--- src/rtl/icnt_pkg.sv ---
package icnt_pkg;
  localparam int unsigned BIT_EN_U  = 6;
  localparam int unsigned BIT_EN_S  = 7;
  localparam int unsigned BIT_EN_M  = 9;
  localparam int unsigned BIT_EN_VS = 25;
  localparam int unsigned BIT_EN_VU = 26;
  localparam logic [3:0]  KIND_ICNT = 4'd3;

  typedef enum logic [1:0] {
    LVL_USER  = 2'd0,
    LVL_SUPER = 2'd1,
    LVL_RSVD  = 2'd2,
    LVL_MACH  = 2'd3
  } lvl_e;

  typedef enum logic [1:0] {
    PICK_CTRL  = 2'd0,
    PICK_DATA2 = 2'd1,
    PICK_DATA3 = 2'd2,
    PICK_NONE  = 2'd3
  } pick_e;

  typedef struct packed {
    logic vu;
    logic vs;
    logic m;
    logic s;
    logic u;
  } mode_en_t;
endpackage

--- src/rtl/icnt_mode_gate.sv ---
module icnt_mode_gate
  import icnt_pkg::*;
(
  input  mode_en_t   en_i,
  input  logic [1:0] lvl_i,
  input  logic       virt_i,
  output logic       active_o
);
  always_comb begin
    active_o = 1'b0;
    if (virt_i) begin
      case (lvl_e'(lvl_i))
        LVL_USER:  active_o = en_i.vu;
        LVL_SUPER: active_o = en_i.vs;
        default:   active_o = 1'b0;
      endcase
    end else begin
      case (lvl_e'(lvl_i))
        LVL_USER:  active_o = en_i.u;
        LVL_SUPER: active_o = en_i.s;
        LVL_MACH:  active_o = en_i.m;
        default:   active_o = 1'b0;
      endcase
    end
  end
endmodule

--- src/rtl/icnt_counter.sv ---
module icnt_counter #(
  parameter int unsigned CNT_W = 14
) (
  input  logic             clk,
  input  logic             rst_n,
  input  logic             load_i,
  input  logic [CNT_W-1:0] load_val_i,
  input  logic             step_i,
  output logic [CNT_W-1:0] count_o,
  output logic             fire_o
);
  localparam logic [CNT_W-1:0] ONE = CNT_W'(1);

  logic [CNT_W-1:0] cnt_q;
  logic             fire_q;

  always_ff @(posedge clk or negedge rst_n) begin
    if (!rst_n) begin
      cnt_q  <= '0;
      fire_q <= 1'b0;
    end else if (load_i) begin
      cnt_q  <= load_val_i;
      fire_q <= 1'b0;
    end else if (step_i && (cnt_q != '0)) begin
      cnt_q  <= cnt_q - ONE;
      fire_q <= (cnt_q == ONE);
    end else begin
      fire_q <= 1'b0;
    end
  end

  assign count_o = cnt_q;
  assign fire_o  = fire_q;
endmodule

--- src/rtl/icnt_enable_reg.sv ---
module icnt_enable_reg
  import icnt_pkg::*;
#(
  parameter int unsigned XLEN = 32
) (
  input  logic            clk,
  input  logic            rst_n,
  input  logic            wr_i,
  input  logic [XLEN-1:0] wdata_i,
  output mode_en_t        en_o
);
  mode_en_t en_q;

  always_ff @(posedge clk or negedge rst_n) begin
    if (!rst_n) begin
      en_q <= '0;
    end else if (wr_i) begin
      en_q.u  <= wdata_i[BIT_EN_U];
      en_q.s  <= wdata_i[BIT_EN_S];
      en_q.m  <= wdata_i[BIT_EN_M];
      en_q.vs <= wdata_i[BIT_EN_VS];
      en_q.vu <= wdata_i[BIT_EN_VU];
    end
  end

  assign en_o = en_q;
endmodule

--- src/rtl/icnt_read_view.sv ---
module icnt_read_view
  import icnt_pkg::*;
#(
  parameter int unsigned XLEN    = 32,
  parameter int unsigned CNT_W   = 14,
  parameter int unsigned CNT_LSB = 10
) (
  input  logic [1:0]       pick_i,
  input  mode_en_t         en_i,
  input  logic [CNT_W-1:0] count_i,
  output logic [XLEN-1:0]  rdata_o
);
  localparam int unsigned KIND_LSB = XLEN - 4;

  logic [XLEN-1:0] ctrl_word;

  always_comb begin
    ctrl_word                      = '0;
    ctrl_word[KIND_LSB +: 4]       = KIND_ICNT;
    ctrl_word[CNT_LSB +: CNT_W]    = count_i;
    ctrl_word[BIT_EN_U]            = en_i.u;
    ctrl_word[BIT_EN_S]            = en_i.s;
    ctrl_word[BIT_EN_M]            = en_i.m;
    ctrl_word[BIT_EN_VS]           = en_i.vs;
    ctrl_word[BIT_EN_VU]           = en_i.vu;
  end

  always_comb begin
    case (pick_e'(pick_i))
      PICK_CTRL: rdata_o = ctrl_word;
      default:   rdata_o = '0;
    endcase
  end
endmodule

--- src/rtl/icnt_trigger.sv ---
module icnt_trigger
  import icnt_pkg::*;
#(
  parameter int unsigned XLEN    = 32,
  parameter int unsigned CNT_W   = 14,
  parameter int unsigned CNT_LSB = 10
) (
  input  logic            clk,
  input  logic            rst_n,
  input  logic            retire_i,
  input  logic [1:0]      priv_i,
  input  logic            virt_i,
  input  logic [1:0]      sel_i,
  input  logic            wr_en_i,
  input  logic [XLEN-1:0] wr_data_i,
  output logic [XLEN-1:0] rd_data_o,
  output logic            fire_o
);
  logic             wr_ctrl;
  logic             active_w;
  logic [CNT_W-1:0] count_w;
  mode_en_t         en_w;

  assign wr_ctrl = wr_en_i && (pick_e'(sel_i) == PICK_CTRL);

  icnt_enable_reg #(.XLEN(XLEN)) en_reg_i (
    .clk     (clk),
    .rst_n   (rst_n),
    .wr_i    (wr_ctrl),
    .wdata_i (wr_data_i),
    .en_o    (en_w)
  );

  icnt_mode_gate gate_i (
    .en_i     (en_w),
    .lvl_i    (priv_i),
    .virt_i   (virt_i),
    .active_o (active_w)
  );

  icnt_counter #(.CNT_W(CNT_W)) cnt_i (
    .clk        (clk),
    .rst_n      (rst_n),
    .load_i     (wr_ctrl),
    .load_val_i (wr_data_i[CNT_LSB +: CNT_W]),
    .step_i     (retire_i && active_w),
    .count_o    (count_w),
    .fire_o     (fire_o)
  );

  icnt_read_view #(.XLEN(XLEN), .CNT_W(CNT_W), .CNT_LSB(CNT_LSB)) view_i (
    .pick_i  (sel_i),
    .en_i    (en_w),
    .count_i (count_w),
    .rdata_o (rd_data_o)
  );
endmodule

--- config.mk ---
export PLATFORM = sky130hd
export DESIGN_NAME = icnt_trigger
export DESIGN_NICKNAME = d
export VERILOG_FILES = /design/src/rtl/icnt_pkg.sv /design/src/rtl/icnt_mode_gate.sv /design/src/rtl/icnt_counter.sv /design/src/rtl/icnt_enable_reg.sv /design/src/rtl/icnt_read_view.sv /design/src/rtl/icnt_trigger.sv
export SDC_FILE = /design/constraint.sdc
export NUM_CORES = 1
export LEC_CHECK = 0
export ABC_AREA = 1
export BUFFER_PORTS_ARGS = -buffer_cell sky130_fd_sc_hd__buf_2
export CAP_MARGIN = 20
export CORE_MARGIN = 3
export CORE_UTILIZATION = 30
export DETAILED_ROUTE_END_ITERATION = 16
export PLACE_DENSITY = 0.59
export SYNTH_ARGS = -nofsm -noshare
export SYNTH_HDL_FRONTEND = slang
export SYNTH_HIERARCHICAL = 1
export SYNTH_SLANG_ARGS = --single-unit
export TNS_END_PERCENT = 50
--- constraint.sdc ---
create_clock -name clk -period 2 [get_ports clk]
set_clock_uncertainty 0.15 [all_clocks]
set_input_delay 0.1 -clock clk [delete_from_list [all_inputs] [get_ports clk]]
set_output_delay 0.1 -clock clk [all_outputs]
set_load 0.1 [all_outputs]
==> flow_summary.json <==
{
  "status": "completed",
  "wirelength_um": 4110,
  "diodes": 0,
  "power_switching_mw": 1.33,
  "worstPathArrival_ns": 1.86,
  "clkPwrFrac_pct": 10.7,
  "ant_nets": 0,
  "critPathLaunchType": "register",
  "crit_required_ns": 2.04,
  "io_pins": 74,
  "cts_buffers": 3,
  "postCtsSetupRepairBufs": 0,
  "grt_max_degree": 23,
  "setup_viol": 0,
  "antenna_found_initial": 0,
  "p_leak_nw": 1.23,
  "portBuffers": 49,
  "fp.dieW_um": 81.9,
  "seqPwrFrac_pct": 29.5,
  "synth.area.mux_share_pct": 0,
  "combPwrFrac_pct": 59.7,
  "synthArstFlopShare_pct": 100,
  "cellPowerDensity_mw_per_mm2": 1100,
  "drive_gt1_share_pct": 29.5,
  "synth.distinct_cells": 30,
  "vias": 1688,
  "synth_seq_cells": 20,
  "relSlewSlack_pct": 55.5,
  "grt_pass1_vias": 1568,
  "maxCapViolations": 0,
  "power_mw": 2.41,
  "switching_share_pct": 55.1,
  "worstReg2RegStart": "cnt_i/count_o[0]",
  "wl_per_cell_um": 10.3,
  "min_delay_path_depth": 5,
  "cts_tree": "yes",
  "die_h_um": 81.9,
  "drc": 0,
  "crit_path_max_fanout": 13,
  "synthAdderAreaFrac_pct": 1.45,
  "synth-simple-area-share_pct": 47.1,
  "core-area_mm2": 0.00554,
  "timing.rr.end": "cnt_i/count_o[2]",
  "setup.worst_path.class": "reg2reg",
  "setup_tns_ns": 0,
  "grt_first_pass_wirelength_um": 6850,
  "timing.final.crit_period_ns": 1.82,
  "worstHoldEndpoint": "cnt_i/count_o[0]",
  "endpoint_kind": "register",
  "cpLargestDelayFamily": "simple AND/OR/NAND/NOR gates",
  "rsz0062_at_grt": "no",
  "crit_chain": "inv_1, ha_1, nand2_4, nor2_8, nand2_4, nand2_4, nand2_4, inv_2, nand2_1, nand3_1",
  "routabilityCongestion": 0.830,
  "dieArea_mm2": 0.00671,
  "vdd_ir_drop_max_v": 0.000313,
  "crit_path_frequent_cell": "nand2_4",
  "syn_inst": 262,
  "synth-edff-count": 0,
  "drv_slew": 0,
  "fmax_mhz": 550,
  "ys_seq_area_share_pct": 28.9,
  "reg2reg_depth": 10,
  "syn_to_final_growth_pct": 26.6,
  "cts_buffer_depth": 2,
  "synthXorXnorAreaFrac_pct": 0.506,
  "cts-root-buf": "clkbuf_8",
  "critPathMaxStageDelay_ns": 0.41,
  "fin_nets": 370,
  "path_buf_inv": 2,
  "ys_warn_count": 6,
  "min_from": "wr_data_i[10]",
  "cts_resized": 0,
  "post-dp-hpwl_um": 3170,
  "fin_crit_sh_pct": 91.0,
  "avgSynthCellArea_um2": 6.60,
  "hp-class": "in2reg",
  "via_per_inst": 4.25,
  "finalHoldViolCount": 0,
  "synth_compound_area_share_pct": 4.99,
  "path_clk_slew_ns": 0.07,
  "grt_overflow": 0,
  "timing.reg2reg.setup_slack_ns": 0.18,
  "drtIter0Drc": 37,
  "netlist_area_mm2": 0.00173,
  "ys.flop_type": "dfrtp_1",
  "worst_pin_slew_ns": 0.665,
  "rows": 27,
  "clock-sinks": 20,
  "clock_latency_ns": 0.25,
  "drt_pass1_iterations": 4,
  "grtUsageTotal_pct": 13.0,
  "cpMaxStageDelayCell": "dfrtp_1",
  "h-tree-depth": 1,
  "initial_utilization_pct": 31.2,
  "internal_power_mw": 1.08,
  "synth_top_family_by_area": "simple AND/OR/NAND/NOR gates"
}
[worst max path at each step]
stage,start,end,slack (ns),cells past startpoint
6_report,cnt_i/count_o[0],cnt_i/count_o[2],0.18,10
2_1_floorplan,cnt_i/count_o[0],cnt_i/count_o[0],0.28,10
3_3_place_gp,cnt_i/count_o[0],cnt_i/count_o[2],0.20,10
4_1_cts,cnt_i/count_o[0],cnt_i/count_o[2],0.17,10
5_1_grt,cnt_i/count_o[0],cnt_i/count_o[7],0.01,10
3_5_place_dp,cnt_i/count_o[0],cnt_i/count_o[2],0.18,10
[power groups by stage]
stage | Combinational (mW) | Sequential (mW) | Clock (mW)
3_5_place_dp | 1.42 | 0.720 | 0
2_1_floorplan | 1.23 | 0.666 | 0
4_1_cts | 1.45 | 0.714 | 0.272
6_report | 1.44 | 0.712 | 0.259
5_1_grt | 1.61 | 0.741 | 0.292
3_3_place_gp | 1.40 | 0.718 | 0
[stage by stage]
| stage | setup WS [ns] | utilization [%] | instance area, um^2 | hold WS (ns) | cells |
|---|---|---|---|---|---|
| 3_3_place_gp | 0.200 | 35.9 | 1990 | -0.0690 | 378 |
| 3_5_place_dp | 0.184 | 35.9 | 1990 | -0.0679 | 378 |
| 4_1_cts | 0.169 | 39.5 | 2190 | 0.0268 | 397 |
| 2_1_floorplan | 0.276 | - | 1770 | -0.346 | 272 |
| 5_1_grt | 0.0111 | 39.5 | 2190 | 0.0390 | 397 |
| 6_report | 0.180 | 39.5 | 2190 | 0.0259 | 397 |
[synth_stat cells (2+ instances only)]
| library cell | instances | area share [%] |
|---|---|---|
| dfrtp_1 | 20 | 29 |
| o21ai_2 | 4 | 2.0 |
| nand3b_1 | 2 | 0.87 |
| inv_1 | 38 | 8.2 |
| o21bai_1 | 2 | 0.87 |
| clkbuf_1 | 2 | 0.43 |
| nor2_4 | 3 | 2.0 |
| nand2_4 | 4 | 2.6 |
| o21ai_0 | 5 | 1.4 |
| nand3_1 | 28 | 8.1 |
| nand2_2 | 4 | 1.4 |
| buf_4 | 12 | 5.2 |
| inv_2 | 2 | 0.43 |
| ha_1 | 2 | 1.4 |
| nor2_1 | 15 | 3.3 |
| buf_6 | 3 | 2.0 |
| nand4_1 | 2 | 0.72 |
| nor2_2 | 21 | 7.6 |
| nand2_1 | 82 | 18 |
[placed cells by master (no fill, tap or decap), drive strengths merged, types with 3 or more instances in the layout]
master,n
nand2,90
buf,52
inv,40
nor2,40
nand3,29
dfrtp,20
dlygate4sd3,16
conb,11
o21ai,9
clkbuf,3
[worst reg2reg max path, delay by kind of cell, from the launching register on]
kind | cells | cell delay (ns)
fa+ha+maj | 1 | 0.24
buf+inv | 2 | 0.27
flops | 1 | 0.41
simple gates | 7 | 0.69
[layout make-up]
type / instances / area (um^2)
Fill cell: 623 / 3350
Multi-Input combinational cell: 193 / 977
Sequential cell: 20 / 500
Timing Repair Buffer: 68 / 428
Inverter: 41 / 154
Tap cell: 72 / 90.1
Clock buffer: 3 / 41.3
[sequential cells by signal, summed over array words and instances, names as in the netlist]
| register | count |
|---|---|
| cnt_i/count_o | 14 |
| en_reg_i/en_o | 5 |
| cnt_i/fire_o | 1 |
[what timing repair did]
| item | 4_1_cts | 5_1_grt |
|---|---|---|
| hold endpoints to repair | 35 | 0 |
| endpoints found under the setup margin | 0 | 0 |
| hold buffers | 16 | 0 |
[per-layer routing]
layer  GRT usage, %  part of all wire [%]
met1           15.5                    45
met4           3.99                   1.2
met5              0                     0
met3           1.86                   4.5
met2           23.7                    49
[logic make-up after synthesis]
logic type                 count (synthesis)
and+or+nand+nor                          166
adders and majority gates                  2
AOI/OAI and AO/OA                         13
xor gates and xnor gates                   1
DFF                                       20
buffers and inverters                     59
other                                      1
Power figures use the tool's default switching activity.
